**src/rtl/sertx_pkg.sv**
```systemverilog
package sertx_pkg;

   typedef enum logic [2:0] {
      SX_IDLE,
      SX_START,
      SX_DATA,
      SX_PAR,
      SX_STOP
   } sx_state_e;

   typedef struct packed {
      logic [1:0] wlen;
      logic       stop2;
      logic       par_en;
      logic       par_even;
      logic       par_stick;
   } sx_fmt_t;

endpackage

```
**src/rtl/sertx_hold.sv**
```systemverilog
module sertx_hold #(
   parameter int DATA_W = 8
) (
   input  logic              clk,
   input  logic              rst_n,
   input  logic              wr_i,
   input  logic [DATA_W-1:0] data_i,
   input  logic              take_i,
   output logic [DATA_W-1:0] data_o,
   output logic              empty_o
);

   logic              full_q;
   logic [DATA_W-1:0] data_q;

   always_ff @(posedge clk or negedge rst_n) begin
      if (!rst_n) begin
         full_q <= 1'b0;
         data_q <= '0;
      end else begin
         full_q <= (full_q & ~take_i) | wr_i;
         if (wr_i) data_q <= data_i;
      end
   end

   assign data_o  = data_q;
   assign empty_o = ~full_q;


   wr_fills_chk: assert property (@(posedge clk) disable iff (!rst_n)
      wr_i |=> !empty_o);


   empty_by_take_chk: assert property (@(posedge clk) disable iff (!rst_n)
      $rose(empty_o) |-> $past(take_i));

endmodule

```
**src/rtl/sertx_parity.sv**
```systemverilog
module sertx_parity #(
   parameter int DATA_W   = 8,
   parameter int MIN_BITS = 5,
   parameter bit STICK_EN = 1'b1
) (
   input  logic [DATA_W-1:0] data_i,
   input  logic [1:0]        wlen_i,
   input  logic              even_i,
   input  logic              stick_i,
   output logic              par_o
);

   logic [DATA_W-1:0] keep;
   logic              ones_odd;

   for (genvar i = 0; i < DATA_W; i++) begin : g_mask
      assign keep[i] = (({30'd0, wlen_i} + MIN_BITS) > i);
   end

   assign ones_odd = ^(data_i & keep);

   if (STICK_EN) begin : g_stick
      assign par_o = stick_i ? ~even_i : (even_i ? ones_odd : ~ones_odd);
   end else begin : g_nostick
      logic unused_stick;
      assign unused_stick = stick_i;
      assign par_o = even_i ? ones_odd : ~ones_odd;
   end

endmodule

```
**src/rtl/sertx_shift.sv**
```systemverilog
module sertx_shift
   import sertx_pkg::*;
#(
   parameter int DATA_W   = 8,
   parameter int MIN_BITS = 5,
   parameter int OVS      = 16,
   parameter bit STICK_EN = 1'b1
) (
   input  logic              clk,
   input  logic              rst_n,
   input  logic              tick_i,
   input  sx_fmt_t           fmt_i,
   input  logic              hold_full_i,
   input  logic [DATA_W-1:0] hold_data_i,
   output logic              take_o,
   output logic              line_o,
   output logic              idle_o
);

   localparam int CW   = $clog2(2 * OVS);
   localparam int IW   = $clog2(DATA_W);
   localparam int HALF = OVS / 2;

   sx_state_e         state_q;
   logic [CW-1:0]     tcnt_q;
   logic [IW-1:0]     bidx_q;
   logic [DATA_W-1:0] sh_q;
   sx_fmt_t           fmt_q;
   logic              par_q;
   logic              par_new;
   logic [CW-1:0]     stop_last;
   logic [IW-1:0]     last_idx;
   logic              bit_end;

   sertx_parity #(
      .DATA_W  (DATA_W),
      .MIN_BITS(MIN_BITS),
      .STICK_EN(STICK_EN)
   ) i_par (
      .data_i (hold_data_i),
      .wlen_i (fmt_i.wlen),
      .even_i (fmt_i.par_even),
      .stick_i(fmt_i.par_stick),
      .par_o  (par_new)
   );

   always_comb begin
      if (!fmt_q.stop2)           stop_last = CW'(OVS - 1);
      else if (fmt_q.wlen == 2'd0) stop_last = CW'(OVS + HALF - 1);
      else                        stop_last = CW'(2 * OVS - 1);
   end

   assign last_idx = IW'(MIN_BITS - 1) + IW'(fmt_q.wlen);
   assign bit_end  = (state_q == SX_STOP) ? (tcnt_q == stop_last)
                                          : (tcnt_q == CW'(OVS - 1));
   assign take_o   = tick_i & hold_full_i &
                     ((state_q == SX_IDLE) | ((state_q == SX_STOP) & bit_end));

   always_ff @(posedge clk or negedge rst_n) begin
      if (!rst_n) begin
         state_q <= SX_IDLE;
         tcnt_q  <= '0;
         bidx_q  <= '0;
         sh_q    <= '0;
         fmt_q   <= '0;
         par_q   <= 1'b0;
      end else if (take_o) begin
         state_q <= SX_START;
         tcnt_q  <= '0;
         bidx_q  <= '0;
         sh_q    <= hold_data_i;
         fmt_q   <= fmt_i;
         par_q   <= par_new;
      end else if (tick_i && state_q != SX_IDLE) begin
         if (!bit_end) begin
            tcnt_q <= tcnt_q + 1'b1;
         end else begin
            tcnt_q <= '0;
            unique case (state_q)
               SX_START: state_q <= SX_DATA;
               SX_DATA: begin
                  sh_q   <= sh_q >> 1;
                  bidx_q <= bidx_q + 1'b1;
                  if (bidx_q == last_idx)
                     state_q <= fmt_q.par_en ? SX_PAR : SX_STOP;
               end
               SX_PAR:  state_q <= SX_STOP;
               default: state_q <= SX_IDLE;
            endcase
         end
      end
   end

   always_comb begin
      unique case (state_q)
         SX_START: line_o = 1'b0;
         SX_DATA:  line_o = sh_q[0];
         SX_PAR:   line_o = par_q;
         default:  line_o = 1'b1;
      endcase
   end

   assign idle_o = (state_q == SX_IDLE);


   start_low_chk: assert property (@(posedge clk) disable iff (!rst_n)
      take_o |=> (line_o == 1'b0));


   bit_index_chk: assert property (@(posedge clk) disable iff (!rst_n)
      (state_q == SX_DATA) |-> (bidx_q <= last_idx));


   fmt_hold_chk: assert property (@(posedge clk) disable iff (!rst_n)
      (!idle_o && !take_o) |=> $stable(fmt_q));

endmodule

```
**src/rtl/sertx_framer.sv**
```systemverilog
module sertx_framer
   import sertx_pkg::*;
#(
   parameter int MIN_BITS = 5,
   parameter int OVS      = 16,
   parameter bit OUT_REG  = 1'b1,
   parameter bit STICK_EN = 1'b1
) (
   input  logic                  clk,
   input  logic                  rst_n,
   input  logic                  tick_i,
   input  logic                  wr_i,
   input  logic [MIN_BITS+2:0]   wr_data_i,
   input  logic [1:0]            wlen_i,
   input  logic                  stop2_i,
   input  logic                  par_en_i,
   input  logic                  par_even_i,
   input  logic                  par_stick_i,
   input  logic                  brk_i,
   output logic                  txd_o,
   output logic                  hold_empty_o,
   output logic                  tx_empty_o
);

   localparam int DATA_W = MIN_BITS + 3;

   if (OVS < 4 || (OVS % 2) != 0) begin : g_bad_ovs
      $error("sertx_framer: OVS must be even and at least 4");
   end
   if (MIN_BITS < 2) begin : g_bad_min
      $error("sertx_framer: MIN_BITS must be at least 2");
   end

   sx_fmt_t           fmt;
   logic              take;
   logic              line;
   logic              sh_idle;
   logic              h_empty;
   logic [DATA_W-1:0] h_data;

   assign fmt = '{wlen: wlen_i, stop2: stop2_i, par_en: par_en_i,
                  par_even: par_even_i, par_stick: par_stick_i};

   sertx_hold #(.DATA_W(DATA_W)) i_hold (
      .clk    (clk),
      .rst_n  (rst_n),
      .wr_i   (wr_i),
      .data_i (wr_data_i),
      .take_i (take),
      .data_o (h_data),
      .empty_o(h_empty)
   );

   sertx_shift #(
      .DATA_W  (DATA_W),
      .MIN_BITS(MIN_BITS),
      .OVS     (OVS),
      .STICK_EN(STICK_EN)
   ) i_shift (
      .clk        (clk),
      .rst_n      (rst_n),
      .tick_i     (tick_i),
      .fmt_i      (fmt),
      .hold_full_i(~h_empty),
      .hold_data_i(h_data),
      .take_o     (take),
      .line_o     (line),
      .idle_o     (sh_idle)
   );

   assign hold_empty_o = h_empty;
   assign tx_empty_o   = h_empty & sh_idle;

   if (OUT_REG) begin : g_oreg
      logic txd_q;
      always_ff @(posedge clk or negedge rst_n) begin
         if (!rst_n) txd_q <= 1'b1;
         else        txd_q <= line & ~brk_i;
      end
      assign txd_o = txd_q;


      brk_low_chk: assert property (@(posedge clk) disable iff (!rst_n)
         brk_i |=> (txd_o == 1'b0));


      idle_high_chk: assert property (@(posedge clk) disable iff (!rst_n)
         (tx_empty_o && !brk_i) |=> txd_o);
   end else begin : g_ocomb
      assign txd_o = line & ~brk_i;


      brk_low_chk: assert property (@(posedge clk) disable iff (!rst_n)
         brk_i |-> (txd_o == 1'b0));


      idle_high_chk: assert property (@(posedge clk) disable iff (!rst_n)
         (tx_empty_o && !brk_i) |-> txd_o);
   end


   empty_pair_chk: assert property (@(posedge clk) disable iff (!rst_n)
      (wr_i) |=> !tx_empty_o);

endmodule

```
**config.mk**
```make
export PLATFORM = sky130hd
export DESIGN_NAME = sertx_framer
export DESIGN_NICKNAME = d
export VERILOG_FILES = /design/src/rtl/sertx_pkg.sv /design/src/rtl/sertx_hold.sv /design/src/rtl/sertx_parity.sv /design/src/rtl/sertx_shift.sv /design/src/rtl/sertx_framer.sv
export SDC_FILE = /design/constraint.sdc
export NUM_CORES = 1
export LEC_CHECK = 0
export CORE_UTILIZATION = 50
export CTS_CLUSTER_DIAMETER = 40
export CTS_CLUSTER_SIZE = 12
export DETAILED_ROUTE_END_ITERATION = 7
export GPL_TIMING_DRIVEN = 0
export PLACE_DENSITY = 0.82
export SLEW_MARGIN = 20
export SYNTH_ARGS = -nofsm -noshare
export SYNTH_HDL_FRONTEND = slang
export SYNTH_SLANG_ARGS = --single-unit
```
**constraint.sdc**
```tcl
create_clock -name clk -period 4 [get_ports clk]
set_input_delay 0.4 -clock clk [delete_from_list [all_inputs] [get_ports clk]]
set_output_delay 0.4 -clock clk [all_outputs]
set_load 0.02 [all_outputs]
```
==> impl_metrics.py <==
metrics = {
    "clock_tree": {
        "htree_levels": 2,
        "clk_latency_ns": 0.34,
        "cts_root_buf": "clkbuf_4",
        "max-clock-path-buffers": 2,
        "clock_sinks": 34,
        "cts_tree": "yes",
        "clkTransAtPathRegs_ns": 0.11,
        "cts_inserted_buffers": 5,
        "holdBufCountCts": 0,
        "cts_setup_buffers": 0,
        "post_cts_resized": 0,
    },
    "placement": {
        "hpwl_um": 2590,
        "globalplace.congestion": 0.865,
        "numPortBuffers": 20,
        "place_inst": 229,
    },
    "logic_synthesis": {
        "ys_ff_latch": 34,
        "synth_cell_types": 45,
        "syn_area_um2": 1770,
        "syn_area_per_cell_um2": 10.9,
        "synthCells": 163,
        "seq_area_frac_synth_pct": 48.0,
        "synth_nets": 184,
        "ys.warnings.count": 0,
    },
    "cells_and_area": {
        "finalNetCount": 211,
        "area_delta_synth_final_pct": 18.6,
        "fin_cells": 237,
        "antenna_cells": 0,
        "drive_gt1_share_pct": 16.2,
    },
    "floorplanning": {
        "fp.dieH_um": 61.6,
        "die_width_um": 61.6,
        "start_util_pct": 52.8,
        "core-area_um2": 3360,
        "die_area_um2": 3790,
        "ios": 22,
        "fp-row-count": 21,
    },
    "setup_path": {
        "cp.arrival_ns": 2.08,
        "crit_start": "i_shift.state_q[1]",
        "crit_type": "register to output pin",
        "rr_endpoint": "i_shift.fmt_q[2]",
        "critPathMaxFanout": 9,
        "r2r_setup_slack_ns": 1.83,
        "critPathRequiredTime_ns": 3.60,
        "end_kind": "output pin",
        "r2r_start": "i_shift.state_q[2]",
        "critPathLaunchType": "register",
        "rr_worst_depth": 5,
    },
    "sta": {
        "slew_violations": 0,
        "worst_slew_pin_slew_ns": 0.723,
        "fin_skew_ns": 0.00789,
        "final-setup-viol-count": 0,
        "fmax_ghz": 0.403,
        "final_hold_viol_count": 0,
        "min_period_ns": 2.48,
        "fin_crit_sh_pct": 62.0,
        "rsz0062_at_grt": "false",
        "worst_slew_margin_rel_pct": 51.8,
        "fin_tns_setup_ns": 0,
    },
    "global_route": {
        "grt_pass1_wl_um": 5980,
        "grt_max_degree": 35,
        "antenna_found_initial": 0,
        "grt_pass1_vias": 1352,
        "grt_overflow": 0,
        "grt_usage_pct": 21.9,
    },
    "drt": {
        "drt_iter0_drc": 124,
        "wl_per_cell_um": 14.5,
        "wl_um": 3430,
        "via_per_inst": 5.68,
        "drc": 0,
        "route.antenna.remaining_nets": 0,
        "via_count": 1347,
        "drt_pass1_iterations": 4,
    },
    "power": {
        "vdd_ir_drop_max_mv": 0.202,
        "p_per_area_nw_per_um2": 425,
        "leakage_nw": 0.891,
    },
    "run_status": {
        "status": "finished, final reports clean",
    },
    "hold_path": {
        "hold_class": "input port to asynchronous set/reset pin",
    },
    "flow_run": {
        "drv_cap": 0,
    },
}
cells in the mapped netlist, drive strengths merged:
master   instances  share of area, %
dfrtp           33                47
o2bb2ai          2              0.99
inv              8               1.7
a21bo            2               1.1
o21a             2              0.85
o31a             1              0.49
and4b            1              0.56
or4              1              0.42
a32oi            1              0.49
a21oi            3              0.85
o211ai           3               1.3
ha               2               1.4
a221oi           1              0.49
and4bb           1              0.71
xnor3            1               1.3
xor2             2              0.99
a21o             3               1.7
nor2             6               1.3
nand4            1              0.35
o41a             1              0.63
nand3            8               2.3
dfstp            1               1.5
clkbuf           1              0.21
o22ai            2              0.71
buf              4               1.4
mux2            14               8.9
nand2b           3               1.1
o21ai           12               3.6
a311oi           1              0.49
nand2           16               3.4
or3              3               1.1
a31oi            3               1.1
a211oi           4               2.4
nand3b           1              0.42
mux2i            7               3.9
and3             2              0.71
nor4bb           1              0.56
xnor2            4               2.0
nor3             1              0.28
worst max-delay path by stage:
stage                          to  slack (ns)  depth (start not counted)
2_1_floorplan  i_shift.state_q[0]        2.06                          6
3_3_place_gp     i_shift.fmt_q[2]        1.52                          6
3_5_place_dp     i_shift.fmt_q[3]        1.48                          6
4_1_cts                tx_empty_o        1.54                          4
5_1_grt                tx_empty_o        1.45                          4
6_report               tx_empty_o        1.52                          4
per-layer routing:
layer	vias up	global-route usage [%]	part of all wire, %
li1	650	-	-
met1	657	28.3	46
met2	34	36.3	48
met3	6	5.88	4.1
met4	0	6.03	1.1
met5	-	0	0
critical path, cell delays in order (launching register included):
cell             delay [ns]
dfrtp_1                0.38
buf_4                  0.16
or3_1                  0.40
nor2_1                 0.18
clkdlybuf4s50_1        0.64
power by group:
group | switching (mW) | total, mW | internal (mW)
clock network | 0.121 | 0.250 | 0.129
registers | 0.0530 | 0.446 | 0.393
logic | 0.0929 | 0.198 | 0.105
flip-flops by register name (all words and copies together) (netlist names):
register,count
txd_o,1
i_shift.tcnt_q,5
i_shift.fmt_q,4
i_hold.full_q,1
i_shift.sh_q,8
i_shift.state_q,3
i_shift.bidx_q,3
i_shift.par_q,1
i_hold.data_o,8
layout make-up:
type	count	area, µm²
multi-input cells	116	863
clock buffers	5	37.5
flip-flops and latches	34	852
repair buffers	20	195
clock inverters	3	40.0
fillers	299	1260
plain buffers	5	28.8
well taps	46	57.6
inverters	8	30.0
layout by cell type (no fill, tap or decap), types with 4 or more instances in the layout:
| cell type | count |
|---|---|
| nand3_1 | 8 |
| mux2_2 | 12 |
| mux2i_1 | 7 |
| clkbuf_4 | 5 |
| clkdlybuf4s50_1 | 19 |
| o21ai_1 | 7 |
| dfrtp_1 | 33 |
| nand2_1 | 16 |
| xnor2_1 | 4 |
| o21ai_0 | 4 |
| inv_1 | 8 |
| nor2_1 | 6 |
logic make-up (layout without fill, tap and decap cells):
group	after synthesis	in the layout	share of synthesized area, %
compound gates	41	41	17.1
xor+xnor	7	7	4.23
fa+ha+maj	2	2	1.41
buf+inv	13	41	3.31
flops	34	34	48.0
mux	21	21	12.8
simple gates	45	45	13.0
metrics by stage:
| stage | cell area (µm²) | setup WS [ns] | hold slack [ns] | utilization (%) | power, mW |
|---|---|---|---|---|---|
| final | 2100 | 1.52 | 0.103 | 62.6 | 0.894 |
| after global routing | 2100 | 1.45 | 0.149 | 62.6 | 0.945 |
| after CTS | 2100 | 1.54 | 0.133 | 62.6 | 0.899 |
| after detailed placement | 2030 | 1.48 | 0.478 | 60.3 | 0.648 |
| after global placement | 2030 | 1.52 | 0.482 | 60.4 | 0.633 |
| after floorplan | 1770 | 2.06 | 0.104 | - | 0.584 |
(Power assumes the default switching activity.)
